### src/rtl/sdm_timer_pkg.sv
package sdm_timer_pkg;

    localparam int CNT_W_DEF = 8;
    localparam int NUM_CMP   = 2;

    typedef enum logic [1:0] {
        MODE_OFF   = 2'd0,
        MODE_BURST = 2'd1,
        MODE_FSK   = 2'd2,
        MODE_PWM   = 2'd3
    } sdm_mode_e;

    // Per-compare control word: bit 0 toggle, bit 1 clear, bit 2 single action
    typedef struct packed {
        logic single;
        logic clr;
        logic tog;
    } sdm_cmpcfg_t;

    // Which compare registers may act in a mode (bit 0 = A, bit 1 = B)
    function automatic logic [NUM_CMP-1:0] active_sel(sdm_mode_e m, logic d);
        logic [NUM_CMP-1:0] r;
        case (m)
            MODE_BURST:         r = 2'b01;
            MODE_FSK, MODE_PWM: r = d ? 2'b10 : 2'b01;
            default:            r = 2'b00;
        endcase
        return r;
    endfunction

    // Output gating per mode
    function automatic logic gate_out(sdm_mode_e m, logic tff, logic d);
        logic r;
        case (m)
            MODE_BURST:         r = tff & d;
            MODE_FSK, MODE_PWM: r = tff;
            default:            r = 1'b0;
        endcase
        return r;
    endfunction

endpackage

### src/rtl/sdm_counter.sv
module sdm_counter #(
    parameter int W = 8
) (
    input  logic         clk,
    input  logic         rst,
    input  logic         hold,
    input  logic         restart,
    input  logic         tick,
    input  logic         clear_req,
    output logic [W-1:0] cnt,
    output logic         wrap
);
    localparam logic [W-1:0] CNT_MAX = '1;

    // A wrap is any return to zero caused by counting
    assign wrap = tick && !restart && !hold && (clear_req || (cnt == CNT_MAX));

    always_ff @(posedge clk) begin
        if (rst || hold || restart) begin
            cnt <= '0;
        end else if (tick) begin
            cnt <= clear_req ? '0 : cnt + 1'b1;
        end
    end
endmodule

### src/rtl/sdm_cmp_unit.sv
module sdm_cmp_unit
    import sdm_timer_pkg::*;
#(
    parameter int W = 8
) (
    input  logic         clk,
    input  logic         rst,
    input  logic         hold,
    input  logic         restart,
    input  logic         tick,
    input  logic         active,
    input  logic [W-1:0] cnt,
    input  logic [W-1:0] cmp,
    input  sdm_cmpcfg_t  cfg,
    output logic         tog_req,
    output logic         clr_req,
    output logic         strobe,
    output logic         fired
);
    logic eff;

    assign eff = tick && !restart && !hold && active &&
                 (cnt == cmp) && !(cfg.single && fired);
    assign tog_req = eff && cfg.tog;
    assign clr_req = eff && cfg.clr;

    always_ff @(posedge clk) begin
        if (rst || hold) begin
            fired  <= 1'b0;
            strobe <= 1'b0;
        end else begin
            strobe <= eff;
            if (restart) begin
                fired <= 1'b0;
            end else if (eff && cfg.single) begin
                fired <= 1'b1;
            end
        end
    end
endmodule

### src/rtl/sdm_outgen.sv
module sdm_outgen
    import sdm_timer_pkg::*;
(
    input  logic      clk,
    input  logic      rst,
    input  sdm_mode_e mode,
    input  logic      restart,
    input  logic      tog_req,
    input  logic      wrap,
    input  logic      ser_bit,
    output logic      ser_q,
    output logic      tff,
    output logic      mod_out
);
    always_ff @(posedge clk) begin
        if (rst) begin
            ser_q <= 1'b0;
            tff   <= 1'b0;
        end else if (mode == MODE_OFF) begin
            tff   <= 1'b0;
            ser_q <= ser_bit;
        end else if (restart) begin
            ser_q <= ser_bit;
            if (mode == MODE_PWM) begin
                tff <= 1'b1;
            end
        end else begin
            if (tog_req) begin
                tff <= ~tff;
            end
            if (wrap) begin
                ser_q <= ser_bit;
            end
        end
    end

    assign mod_out = gate_out(mode, tff, ser_q);
endmodule

### src/rtl/sdm_timer.sv
module sdm_timer
    import sdm_timer_pkg::*;
#(
    parameter int CNT_W = CNT_W_DEF
) (
    input  logic             clk,
    input  logic             rst,
    input  logic             tick,
    input  logic             restart,
    input  logic             ser_bit,
    input  logic [1:0]       mode_sel,
    input  logic [CNT_W-1:0] cmp_a,
    input  logic [CNT_W-1:0] cmp_b,
    input  logic [2:0]       cfg_a,
    input  logic [2:0]       cfg_b,
    output logic             mod_out,
    output logic             match_a,
    output logic             match_b
);
    sdm_mode_e          mode_q;
    logic               hold;
    logic [CNT_W-1:0]   cnt;
    logic               wrap;
    logic               ser_q;
    logic               tff;
    logic [NUM_CMP-1:0] act_vec;
    logic [NUM_CMP-1:0] tog_vec;
    logic [NUM_CMP-1:0] clr_vec;
    logic [NUM_CMP-1:0] stb_vec;
    logic [NUM_CMP-1:0] fired;
    logic [CNT_W-1:0]   cmp_arr [NUM_CMP];
    sdm_cmpcfg_t        cfg_arr [NUM_CMP];

    always_ff @(posedge clk) begin
        if (rst) begin
            mode_q <= MODE_OFF;
        end else begin
            mode_q <= sdm_mode_e'(mode_sel);
        end
    end

    assign hold       = (mode_q == MODE_OFF);
    assign act_vec    = active_sel(mode_q, ser_q);
    assign cmp_arr[0] = cmp_a;
    assign cmp_arr[1] = cmp_b;
    assign cfg_arr[0] = sdm_cmpcfg_t'(cfg_a);
    assign cfg_arr[1] = sdm_cmpcfg_t'(cfg_b);

    sdm_counter #(.W(CNT_W)) cnt_i (
        .clk       (clk),
        .rst       (rst),
        .hold      (hold),
        .restart   (restart),
        .tick      (tick),
        .clear_req (|clr_vec),
        .cnt       (cnt),
        .wrap      (wrap)
    );

    for (genvar i = 0; i < NUM_CMP; i++) begin : g_cmp
        sdm_cmp_unit #(.W(CNT_W)) cmp_i (
            .clk     (clk),
            .rst     (rst),
            .hold    (hold),
            .restart (restart),
            .tick    (tick),
            .active  (act_vec[i]),
            .cnt     (cnt),
            .cmp     (cmp_arr[i]),
            .cfg     (cfg_arr[i]),
            .tog_req (tog_vec[i]),
            .clr_req (clr_vec[i]),
            .strobe  (stb_vec[i]),
            .fired   (fired[i])
        );
    end

    sdm_outgen out_i (
        .clk     (clk),
        .rst     (rst),
        .mode    (mode_q),
        .restart (restart),
        .tog_req (^tog_vec),
        .wrap    (wrap),
        .ser_bit (ser_bit),
        .ser_q   (ser_q),
        .tff     (tff),
        .mod_out (mod_out)
    );

    assign match_a = stb_vec[0];
    assign match_b = stb_vec[1];
endmodule

### config.mk
export PLATFORM = sky130hd
export DESIGN_NAME = sdm_timer
export DESIGN_NICKNAME = d
export VERILOG_FILES = /design/src/rtl/sdm_timer_pkg.sv /design/src/rtl/sdm_counter.sv /design/src/rtl/sdm_cmp_unit.sv /design/src/rtl/sdm_outgen.sv /design/src/rtl/sdm_timer.sv
export SDC_FILE = /design/constraint.sdc
export NUM_CORES = 1
export LEC_CHECK = 0
export BUFFER_PORTS_ARGS = -buffer_cell sky130_fd_sc_hd__buf_2
export CAP_MARGIN = 5
export CORE_UTILIZATION = 50
export DETAILED_ROUTE_END_ITERATION = 8
export GPL_TIMING_DRIVEN = 0
export MAX_ROUTING_LAYER = met4
export PLACE_DENSITY_LB_ADDON = 0.25
export SYNTH_ARGS = -nofsm -noshare
export SYNTH_HDL_FRONTEND = slang
export SYNTH_SLANG_ARGS = --single-unit
### constraint.sdc
create_clock -name clk -period 1.9 [get_ports clk]
set_input_delay 0.475 -clock clk [delete_from_list [all_inputs] [get_ports clk]]
set_output_delay 0.475 -clock clk [all_outputs]
set_load 0.02 [all_outputs]
==> run summary <==
outcome: complete, no violations
Tcrit/Tclk final: 92.5%
R2R depth: 6
layout cells sized above 1: 31.1%
FFs w/ async S/R, synth: 0%
Hold Fails Final Rpt: 0
register area share after synthesis: 31.1%
most frequent cells in the layout: buf_2 (31), xor2_1 (17), dfxtp_1 (16)
initial DRC count: 26
Clock Root Buffer: clkbuf_4
hpwl dp: 1780 um
LEAKAGE: 0.509 nW
Critical path origin: cnt_i.cnt[0]$_SDFFE_PP0P_
Worst Path Max Fanout: 7
Diodes inserted: 0
Power Dens Cells: 548 nW/um2
gr ovfl total: 0
Synth Net Count: 144
WL final: 2200 um
vias in the first global route: 846
die footprint: 2240 um2
TNS Setup: 0 ns
vias: 940
number of remaining DRC errors: 0
post-CTS resize count: 0
first-pass GRT wire length: 3500 um
Area growth syn-to-layout: 21.4%
commonest non-fill, non-tap cell in the layout: buf_2
router iterations before antenna repair: 4
Tmin final: 1.76 ns
slew margin rel.: 77.1%
CTS tree: built
insertion delay to the later sink of the worst-skew pair: 0.29 ns
Internal Power: 508 uW
Via density: 5.37
required time of the critical path: 2.08 ns
total setup buffers inserted after CTS: 0
number of synthesized register bits: 16
Mapped Cells: 114
htree depth: 1
hold slack: 0.386 ns
largest net degree at the start of global routing: 10
IO Pins: 32
clock sinks: 16
DP Cell Count: 171
Reg2Reg Setup Slack: 0.14 ns
wire per inst: 12.6 um
row count: 16
placed inst area: 1210 um2
Placeable Area: 1940 um2
hold bufs inserted after CTS: 0
CTS clk-pin slew, worst paths: 0.10 ns
Starting Density: 53.0%
Final Net Count: 179
Primary FF master, synth: dfxtp_1
Flop pwr share: 50.6%
crit end category: flop
EDFF count, synth: 0
Hold WC Path Type: primary input to flop
f_max: 0.569 GHz
Startpoint Class: flop
Final ANT Viol Nets: 0
post-route insts no fill: 175
clock buffer depth: 2
Arr. time, crit path: 1.94 ns
synthesized area: 1030 um2
max-slew violations: 0
VDD IR-drop max: 0.501 mV
post-synth cell types: 36
max-cap viol count: 0
Clock Skew: 0.00227 ns
reg2reg end: cnt_i.cnt[2]$_SDFFE_PP0P_
RSZ-0062 raised after global routing: no
crit path kind: flop to flop
Final setup viols: 0
Worst Tran Pin Value: 0.343 ns
total track usage: 22.9%
combinational fraction of design power: 15.4%
synthesized area per cell: 9.02 um2
Synthesis Warnings: 0
CTS Buf Count: 3
Clock power frac: 34.0%
routability cong.: 0.801
Worst R2R Start: cnt_i.cnt[0]$_SDFFE_PP0P_
IO Port Bufs: 30
final instance area: 1250 um2
chip height: 47.4 um
P_sw: 176 uW
initial antenna violation count: 0
Final Power: 684 uW
switching share of power: 25.7%
Die Wd: 47.4 um
Critical Path Sink: cnt_i.cnt[2]$_SDFFE_PP0P_
Yosys cell counts, types with 2 or more instances:
master	count	area share [%]
inv_1	2	0.73
nand2_1	7	2.6
xnor2_1	4	3.4
nor3b_1	3	2.2
nor2_1	14	5.1
xor2_2	2	3.2
a21oi_1	6	2.9
a211oi_1	2	1.5
nor3_1	4	1.9
xor2_1	17	14
dfxtp_1	16	31
buf_6	2	2.2
nand4_1	7	4.3
nor4_4	2	4.1
nor2b_1	2	1.2
nand2b_1	3	1.8
and4_1	2	1.7
power groups by stage:
stage	clock network [mW]	registers (mW)	logic (mW)
final	0.233	0.346	0.105
after global routing	0.243	0.347	0.116
after CTS	0.234	0.346	0.106
after detailed placement	0	0.354	0.105
after global placement	0	0.353	0.103
after floorplan	0	0.352	0.0593
worst max-delay path, stage by stage, from the launching register on:
cell	delay (ns)
dfxtp_1	0.34
buf_6	0.14
xor2_2	0.18
nor4_4	0.31
nand4_1	0.23
o211ai_2	0.36
nor2_1	0.09
worst min path at each step:
stage,endpoint,from,slack [ns],depth (start not counted)
6_report,mode_q[0]$_SDFF_PP0_,mode_sel[0],0.39,2
5_1_grt,mode_q[1]$_SDFF_PP0_,mode_sel[1],0.42,2
4_1_cts,mode_q[0]$_SDFF_PP0_,mode_sel[0],0.39,2
3_5_place_dp,g_cmp[0].cmp_i.fired$_SDFFE_PP0P_,g_cmp[0].cmp_i.fired$_SDFFE_PP0P_,0.46,2
3_3_place_gp,g_cmp[0].cmp_i.fired$_SDFFE_PP0P_,g_cmp[0].cmp_i.fired$_SDFFE_PP0P_,0.46,2
2_1_floorplan,g_cmp[0].cmp_i.fired$_SDFFE_PP0P_,g_cmp[0].cmp_i.fired$_SDFFE_PP0P_,0.44,2
sequential cells by signal, indices dropped and copies added, names as in the netlist:
name / count
mode_q: 2
g_cmp.cmp_i.fired: 2
out_i.tff: 1
cnt_i.cnt: 8
g_cmp.cmp_i.strobe: 2
out_i.ser_q: 1
layer usage:
layer	GRT usage, %	wire (um)
met5	-	0
met4	6.86	29
met3	2.31	129
met2	36.4	1050
met1	30.5	993
area by class of cell:
cell class                 instances  area [um2]
tap                               27        33.8
clock buffer                       4        36.3
inverter                           2        7.51
timing repair buffer              30         150
multi-input combinational         92         668
buffer                             4        32.5
fill                             177         693
sequential                        16         320
cell families after synthesis:
| family | Yosys count | synth area share [%] |
|---|---|---|
| AOI/OAI and AO/OA | 16 | 11.7 |
| xor gates and xnor gates | 23 | 21.0 |
| adders and majority gates | 1 | 1.22 |
| buffers and inverters | 6 | 3.89 |
| DFF | 16 | 31.1 |
| muxes | 1 | 0.973 |
| and+or+nand+nor | 51 | 30.0 |
per-stage QoR:
step | util [%] | setup WS (ns)
detailed placement | 62.4 | -0.0104
CTS | 64.3 | 0.110
finish | 64.3 | 0.143
global placement | 62.4 | 0.00225
global route | 64.3 | 0.00262
floorplan | - | 0.230
(Power assumes the default switching activity.)
